[config.mk]
export PLATFORM = sky130hd
export DESIGN_NAME = regmul_bus_wrap
export DESIGN_NICKNAME = d
export VERILOG_FILES = /design/src/rtl/regmul_pkg.sv /design/src/rtl/regmul_opnd_reg.sv /design/src/rtl/regmul_core.sv /design/src/rtl/regmul_out_stage.sv /design/src/rtl/regmul_bus_wrap.sv
export SDC_FILE = /design/constraint.sdc
export NUM_CORES = 1
export LEC_CHECK = 0
export ABC_AREA = 1
export BUFFER_PORTS_ARGS = -buffer_cell sky130_fd_sc_hd__buf_2
export CAP_MARGIN = 5
export CORE_MARGIN = 8
export CORE_UTILIZATION = 70
export CTS_BUF_LIST = sky130_fd_sc_hd__clkbuf_16
export CTS_CLUSTER_DIAMETER = 30
export DETAILED_ROUTE_END_ITERATION = 12
export GPL_TIMING_DRIVEN = 0
export PLACE_DENSITY = 0.9
export SYNTH_ARGS = -nofsm -noshare
export SYNTH_HDL_FRONTEND = slang
export SYNTH_SLANG_ARGS = --single-unit
[constraint.sdc]
create_clock -name clk -period 11.1 [get_ports clk]
set_input_delay 1.11 -clock clk [delete_from_list [all_inputs] [get_ports clk]]
set_output_delay 1.11 -clock clk [all_outputs]
set_load 0.02 [all_outputs]
[src/rtl/regmul_pkg.sv]
package regmul_pkg;
  parameter int unsigned OPW_DEF = 16;

  typedef enum logic {
    SEL_HI = 1'b0,
    SEL_LO = 1'b1
  } ded_sel_e;
endpackage

[src/rtl/regmul_opnd_reg.sv]
module regmul_opnd_reg #(
  parameter int unsigned W = 16
) (
  input  logic         clk,
  input  logic         rst_n,
  input  logic         ld_n,
  input  logic [W-1:0] d,
  input  logic         tc_d,
  output logic [W-1:0] q,
  output logic         tc_q
);
  logic [W-1:0] q_nxt;
  logic         tc_nxt;

  always_comb begin
    q_nxt  = q;
    tc_nxt = tc_q;
    if (!ld_n) begin
      q_nxt  = d;
      tc_nxt = tc_d;
    end
  end

  always_ff @(posedge clk or negedge rst_n) begin
    if (!rst_n) begin
      q    <= '0;
      tc_q <= 1'b0;
    end else begin
      q    <= q_nxt;
      tc_q <= tc_nxt;
    end
  end

  AST_OPND_LOAD: assert property (@(posedge clk) disable iff (!rst_n)
    !ld_n |=> (q == $past(d)) && (tc_q == $past(tc_d)));
  AST_OPND_HOLD: assert property (@(posedge clk) disable iff (!rst_n)
    ld_n |=> $stable(q) && $stable(tc_q));
endmodule

[src/rtl/regmul_core.sv]
module regmul_core #(
  parameter int unsigned OPW = 16
) (
  input  logic [OPW-1:0] xa,
  input  logic           xa_tc,
  input  logic [OPW-1:0] ya,
  input  logic           ya_tc,
  input  logic           rnd,
  input  logic           full_fmt,
  output logic [OPW-1:0] hi_w,
  output logic [OPW-1:0] lo_w
);
  localparam int unsigned EW = OPW + 1;
  localparam int unsigned PW = 2 * OPW;

  logic signed [EW-1:0] xe, ye;
  logic signed [PW-1:0] xw, yw, pprod;
  logic        [PW-1:0] rnd_add, psum;

  assign xe    = {xa_tc & xa[OPW-1], xa};
  assign ye    = {ya_tc & ya[OPW-1], ya};
  assign xw    = PW'(xe);
  assign yw    = PW'(ye);
  assign pprod = xw * yw;

  always_comb begin
    rnd_add = '0;
    if (rnd) begin
      if (full_fmt) rnd_add[OPW-1] = 1'b1;
      else          rnd_add[OPW-2] = 1'b1;
    end
    psum = pprod + rnd_add;
  end

  always_comb begin
    if (full_fmt) begin
      hi_w = psum[PW-1:OPW];
      lo_w = psum[OPW-1:0];
    end else begin
      hi_w = psum[PW-2:OPW-1];
      lo_w = {psum[PW-2], psum[OPW-2:0]};
    end
  end

  always_comb begin
    if (!full_fmt) AST_SIGN_COPY: assert (lo_w[OPW-1] == hi_w[OPW-1]);
  end
endmodule

[src/rtl/regmul_out_stage.sv]
module regmul_out_stage
  import regmul_pkg::*;
#(
  parameter int unsigned OPW = 16
) (
  input  logic           clk,
  input  logic           rst_n,
  input  logic           p_ld_n,
  input  logic           transparent,
  input  logic           lo_sel,
  input  logic [OPW-1:0] hi_c,
  input  logic [OPW-1:0] lo_c,
  output logic [OPW-1:0] ded_val,
  output logic [OPW-1:0] lo_val
);
  logic [OPW-1:0] hi_q, lo_q, hi_nxt, lo_nxt, hi_val;

  always_comb begin
    hi_nxt = hi_q;
    lo_nxt = lo_q;
    if (!p_ld_n) begin
      hi_nxt = hi_c;
      lo_nxt = lo_c;
    end
  end

  always_ff @(posedge clk or negedge rst_n) begin
    if (!rst_n) begin
      hi_q <= '0;
      lo_q <= '0;
    end else begin
      hi_q <= hi_nxt;
      lo_q <= lo_nxt;
    end
  end

  assign hi_val  = transparent ? hi_c : hi_q;
  assign lo_val  = transparent ? lo_c : lo_q;
  assign ded_val = (ded_sel_e'(lo_sel) == SEL_LO) ? lo_val : hi_val;

  AST_PROD_HOLD: assert property (@(posedge clk) disable iff (!rst_n)
    p_ld_n |=> $stable(hi_q) && $stable(lo_q));
  AST_PROD_PAIR: assert property (@(posedge clk) disable iff (!rst_n)
    !p_ld_n |=> (hi_q == $past(hi_c)) && (lo_q == $past(lo_c)));
  AST_LO_ON_BOTH: assert property (@(posedge clk) disable iff (!rst_n)
    lo_sel |-> ded_val == lo_val);
endmodule

[src/rtl/regmul_bus_wrap.sv]
module regmul_bus_wrap
  import regmul_pkg::*;
#(
  parameter int unsigned OPW = OPW_DEF
) (
  input  logic           clk,
  input  logic           rst_n,
  input  logic [OPW-1:0] x_in,
  input  logic           x_tc,
  input  logic           y_tc,
  input  logic           rnd_in,
  input  logic           x_ld_n,
  input  logic           y_ld_n,
  input  logic           p_ld_n,
  input  logic           full_fmt,
  input  logic           transparent,
  input  logic           lo_sel,
  input  logic           shr_oe_n,
  input  logic           ded_oe_n,
  input  logic [OPW-1:0] shr_in,
  output logic [OPW-1:0] shr_out,
  output logic           shr_drv,
  output logic [OPW-1:0] ded_out,
  output logic           ded_drv
);
  logic [OPW-1:0] xa, ya, hi_c, lo_c;
  logic           xa_tc, ya_tc;
  logic           rnd_q, rnd_nxt;

  regmul_opnd_reg #(.W(OPW)) u_xreg (
    .clk(clk), .rst_n(rst_n), .ld_n(x_ld_n), .d(x_in), .tc_d(x_tc),
    .q(xa), .tc_q(xa_tc)
  );

  regmul_opnd_reg #(.W(OPW)) u_yreg (
    .clk(clk), .rst_n(rst_n), .ld_n(y_ld_n), .d(shr_in), .tc_d(y_tc),
    .q(ya), .tc_q(ya_tc)
  );

  always_comb begin
    rnd_nxt = rnd_q;
    if (!x_ld_n || !y_ld_n) rnd_nxt = rnd_in;
  end

  always_ff @(posedge clk or negedge rst_n) begin
    if (!rst_n) rnd_q <= 1'b0;
    else        rnd_q <= rnd_nxt;
  end

  regmul_core #(.OPW(OPW)) u_core (
    .xa(xa), .xa_tc(xa_tc), .ya(ya), .ya_tc(ya_tc), .rnd(rnd_q),
    .full_fmt(full_fmt), .hi_w(hi_c), .lo_w(lo_c)
  );

  regmul_out_stage #(.OPW(OPW)) u_out (
    .clk(clk), .rst_n(rst_n), .p_ld_n(p_ld_n), .transparent(transparent),
    .lo_sel(lo_sel), .hi_c(hi_c), .lo_c(lo_c),
    .ded_val(ded_out), .lo_val(shr_out)
  );

  assign ded_drv = ~ded_oe_n;
  assign shr_drv = ~shr_oe_n;

  AST_RND_CAPTURE: assert property (@(posedge clk) disable iff (!rst_n)
    (!x_ld_n || !y_ld_n) |=> rnd_q == $past(rnd_in));
  AST_RND_HOLD: assert property (@(posedge clk) disable iff (!rst_n)
    (x_ld_n && y_ld_n) |=> $stable(rnd_q));
  AST_NO_DRIVE_ON_YLOAD: assert property (@(posedge clk) disable iff (!rst_n)
    (!y_ld_n && shr_oe_n) |-> !shr_drv);
endmodule

==> results.py <==
metrics = {
    "outcome": {
        "outcome": "completed",
    },
    "timing": {
        "period_needed_ns": 8.831,
        "rsz0062_at_grt": "false",
        "fin_crit_sh": 0.7956,
        "setup_viol": 0,
        "worst_pin_slew_ns": 0.9226,
        "max_freq_ghz": 0.1132,
        "skew_ns": 0.01036,
        "slew_headroom": 0.3850,
        "hold_viol_final": 0,
        "fin_setup_tns_ns": 0,
        "report.final.slew_viol_count": 0,
    },
    "clocking": {
        "hold_buffers": 0,
        "cts.clk_slew.worst_paths_ns": 0.07,
        "clock_insertion_delay_worst_skew_ns": 0.35,
        "cts_tree": "yes",
        "htree_num_levels": 3,
        "post-cts-setup-buffers": 0,
        "cts.sinks": 67,
        "numCtsBuffers": 9,
        "cts.repair.resized": 0,
        "clockRootBuffer": "clkbuf_16",
        "cts_buffer_depth": 2,
    },
    "run": {
        "maxCapViolCount": 0,
    },
    "grt": {
        "grt_usage": 0.3416,
        "grt_max_degree": 68,
        "grt_pass1_wl_um": 69080,
        "antenna_found_initial": 0,
        "grt_pass1_vias": 13742,
        "grt_overflow": 0,
    },
    "cells_and_area": {
        "diodes": 0,
        "fin_area_um2": 15510,
        "drive_gt1_frac": 0.06670,
        "synthToLayoutAreaGrowth_pct": 6.816,
        "fin_nets": 2398,
    },
    "critical_path": {
        "cp_top_family": "adder cells",
        "critPathMaxStageDelay_ns": 0.66,
        "setup.worst_path.class": "reg2out",
        "critPathMaxFanout": 10,
        "arrival_ns": 7.72,
        "required_ns": 9.99,
        "worstSetupStartpointType": "flop",
        "endpoint_kind": "output port",
        "slowest_stage": "clkbuf_1",
        "critPathBufInv": 8,
    },
    "yosys": {
        "yosysTopAreaCell": "fa_1",
        "synthCells": 1904,
        "netlist_top_cells_count": "515 x inv_1, 505 x nand2_1, 284 x fa_1",
        "ys_top_cells_by_area": "fa_1 39%, inv_1 13%, nand2_1 13%",
        "netlist.area_leader.share": 0.3916,
        "ys.flop_type": "dfrtp_1",
        "synth_area_um2": 14520,
        "syn_avg_cell_area_um2": 7.626,
        "synth_edf_count": 0,
        "synthArstFlopShare": 1.000,
        "ys_warn_count": 0,
        "ys_seq_area_frac": 0.1155,
        "syn_nets": 2313,
        "yosysMostFrequentCell": "inv_1",
        "synth-seq-cells": 67,
        "synthDistinctLibCells": 34,
    },
    "floorplan": {
        "start_util": 0.7153,
        "coreArea_um2": 20300,
        "fp.dieW_um": 160.0,
        "std_cell_rows": 52,
        "ioPinCount": 79,
        "dieArea_um2": 25610,
        "fp.dieH_um": 160.0,
    },
    "detailed_routing": {
        "vias": 12962,
        "viasPerCell": 5.725,
        "drc": 0,
        "drt_iter0_markers": 1209,
        "firstDrtPassIters": 8,
        "avgRoutedWirePerCell_um": 18.65,
        "routed_wl_um": 42230,
        "ant_nets": 0,
    },
    "placement": {
        "gp_congestion": 1.009,
        "placed_area_um2": 15230,
        "hpwl_um": 35150,
        "portBuffers": 74,
    },
    "worst_hold_path": {
        "hp-class": "reg2reg",
    },
}
layout by cell type, fill, tap and decap left out, types with 6 or more instances in the layout:
cell type,count
fa_1,284
a31oi_1,9
inv_1,516
dfrtp_1,67
clkbuf_16,9
a21oi_1,45
buf_2,78
nand3_1,64
ha_1,80
nand2_1,505
o21ai_0,59
or2_2,6
clkbuf_1,80
xnor2_1,7
nand4_1,8
nand3b_1,8
nor2_1,103
mux2_2,26
flip-flops by register name, indices dropped and copies added, names as in the netlist:
register / count
rnd_q: 1
u_out.hi_q: 16
u_out.lo_q: 16
u_xreg.q: 16
u_xreg.tc_q: 1
u_yreg.q: 16
u_yreg.tc_q: 1
path summary, 6_finish.rpt:
path / from / cells past startpoint / end / slack, ns
hold reg to reg: u_out.hi_q[4] / 2 / u_out.hi_q[4] / 0.48
max in group asynchronous: rst_n / 1 / u_out.lo_q[15] / 9.60
hold / removal: u_out.hi_q[4] / 2 / u_out.hi_q[4] / 0.48
setup reg to reg: u_yreg.q[6] / 23 / u_out.hi_q[12] / 3.82
setup / recovery: u_yreg.q[6] / 26 / ded_out[12] / 2.27
min in group asynchronous: rst_n / 1 / u_xreg.q[8] / 0.88
area by class of cell:
| type | instances | area (µm²) |
|---|---|---|
| sequential | 67 | 1677 |
| tap | 270 | 337.8 |
| clock buffer | 9 | 225.2 |
| buffer | 88 | 340.3 |
| inverter | 517 | 1941 |
| timing repair buffer | 74 | 372.9 |
| clock inverter | 7 | 53.80 |
| fill | 1457 | 4790 |
| multi-input combinational | 1232 | 10560 |
through the flow:
stage,utilization,setup slack (ns),cells,hold WS [ns]
4_1_cts,0.7641,2.494,2264,0.4790
3_5_place_dp,0.7503,2.897,2248,0.4622
2_1_floorplan,-,4.001,1904,0.4406
6_report,0.7641,2.269,2264,0.4845
5_1_grt,0.7641,1.963,2264,0.4996
3_3_place_gp,0.7502,3.073,2248,0.4559
worst min-delay path: stages (launching register included):
cell	delay [ns]
dfrtp_1	0.34
nand2_1	0.05
nand2_1	0.06
kinds of logic after synthesis:
kind of cell,Yosys count,share of synthesized area
AO/OA/AOI/OAI,126,0.04593
XOR/XNOR,9,0.005429
AND/OR/NAND/NOR,707,0.1954
buffers and inverters,605,0.1571
adder cells (fa/ha/maj),364,0.4605
multiplexers,26,0.02016
flip-flops,67,0.1155
per-layer routing:
metal	wire, µm	part of all wire	global-route usage
met5	0	0	0
met4	2449	0.058	0.1895
met3	5137	0.12	0.07969
met2	19670	0.47	0.5381
met1	14970	0.35	0.4309
Power is left out: the tool's default activity adds up to more than one toggle a clock period on the data nets, which glitch-free logic cannot reach.
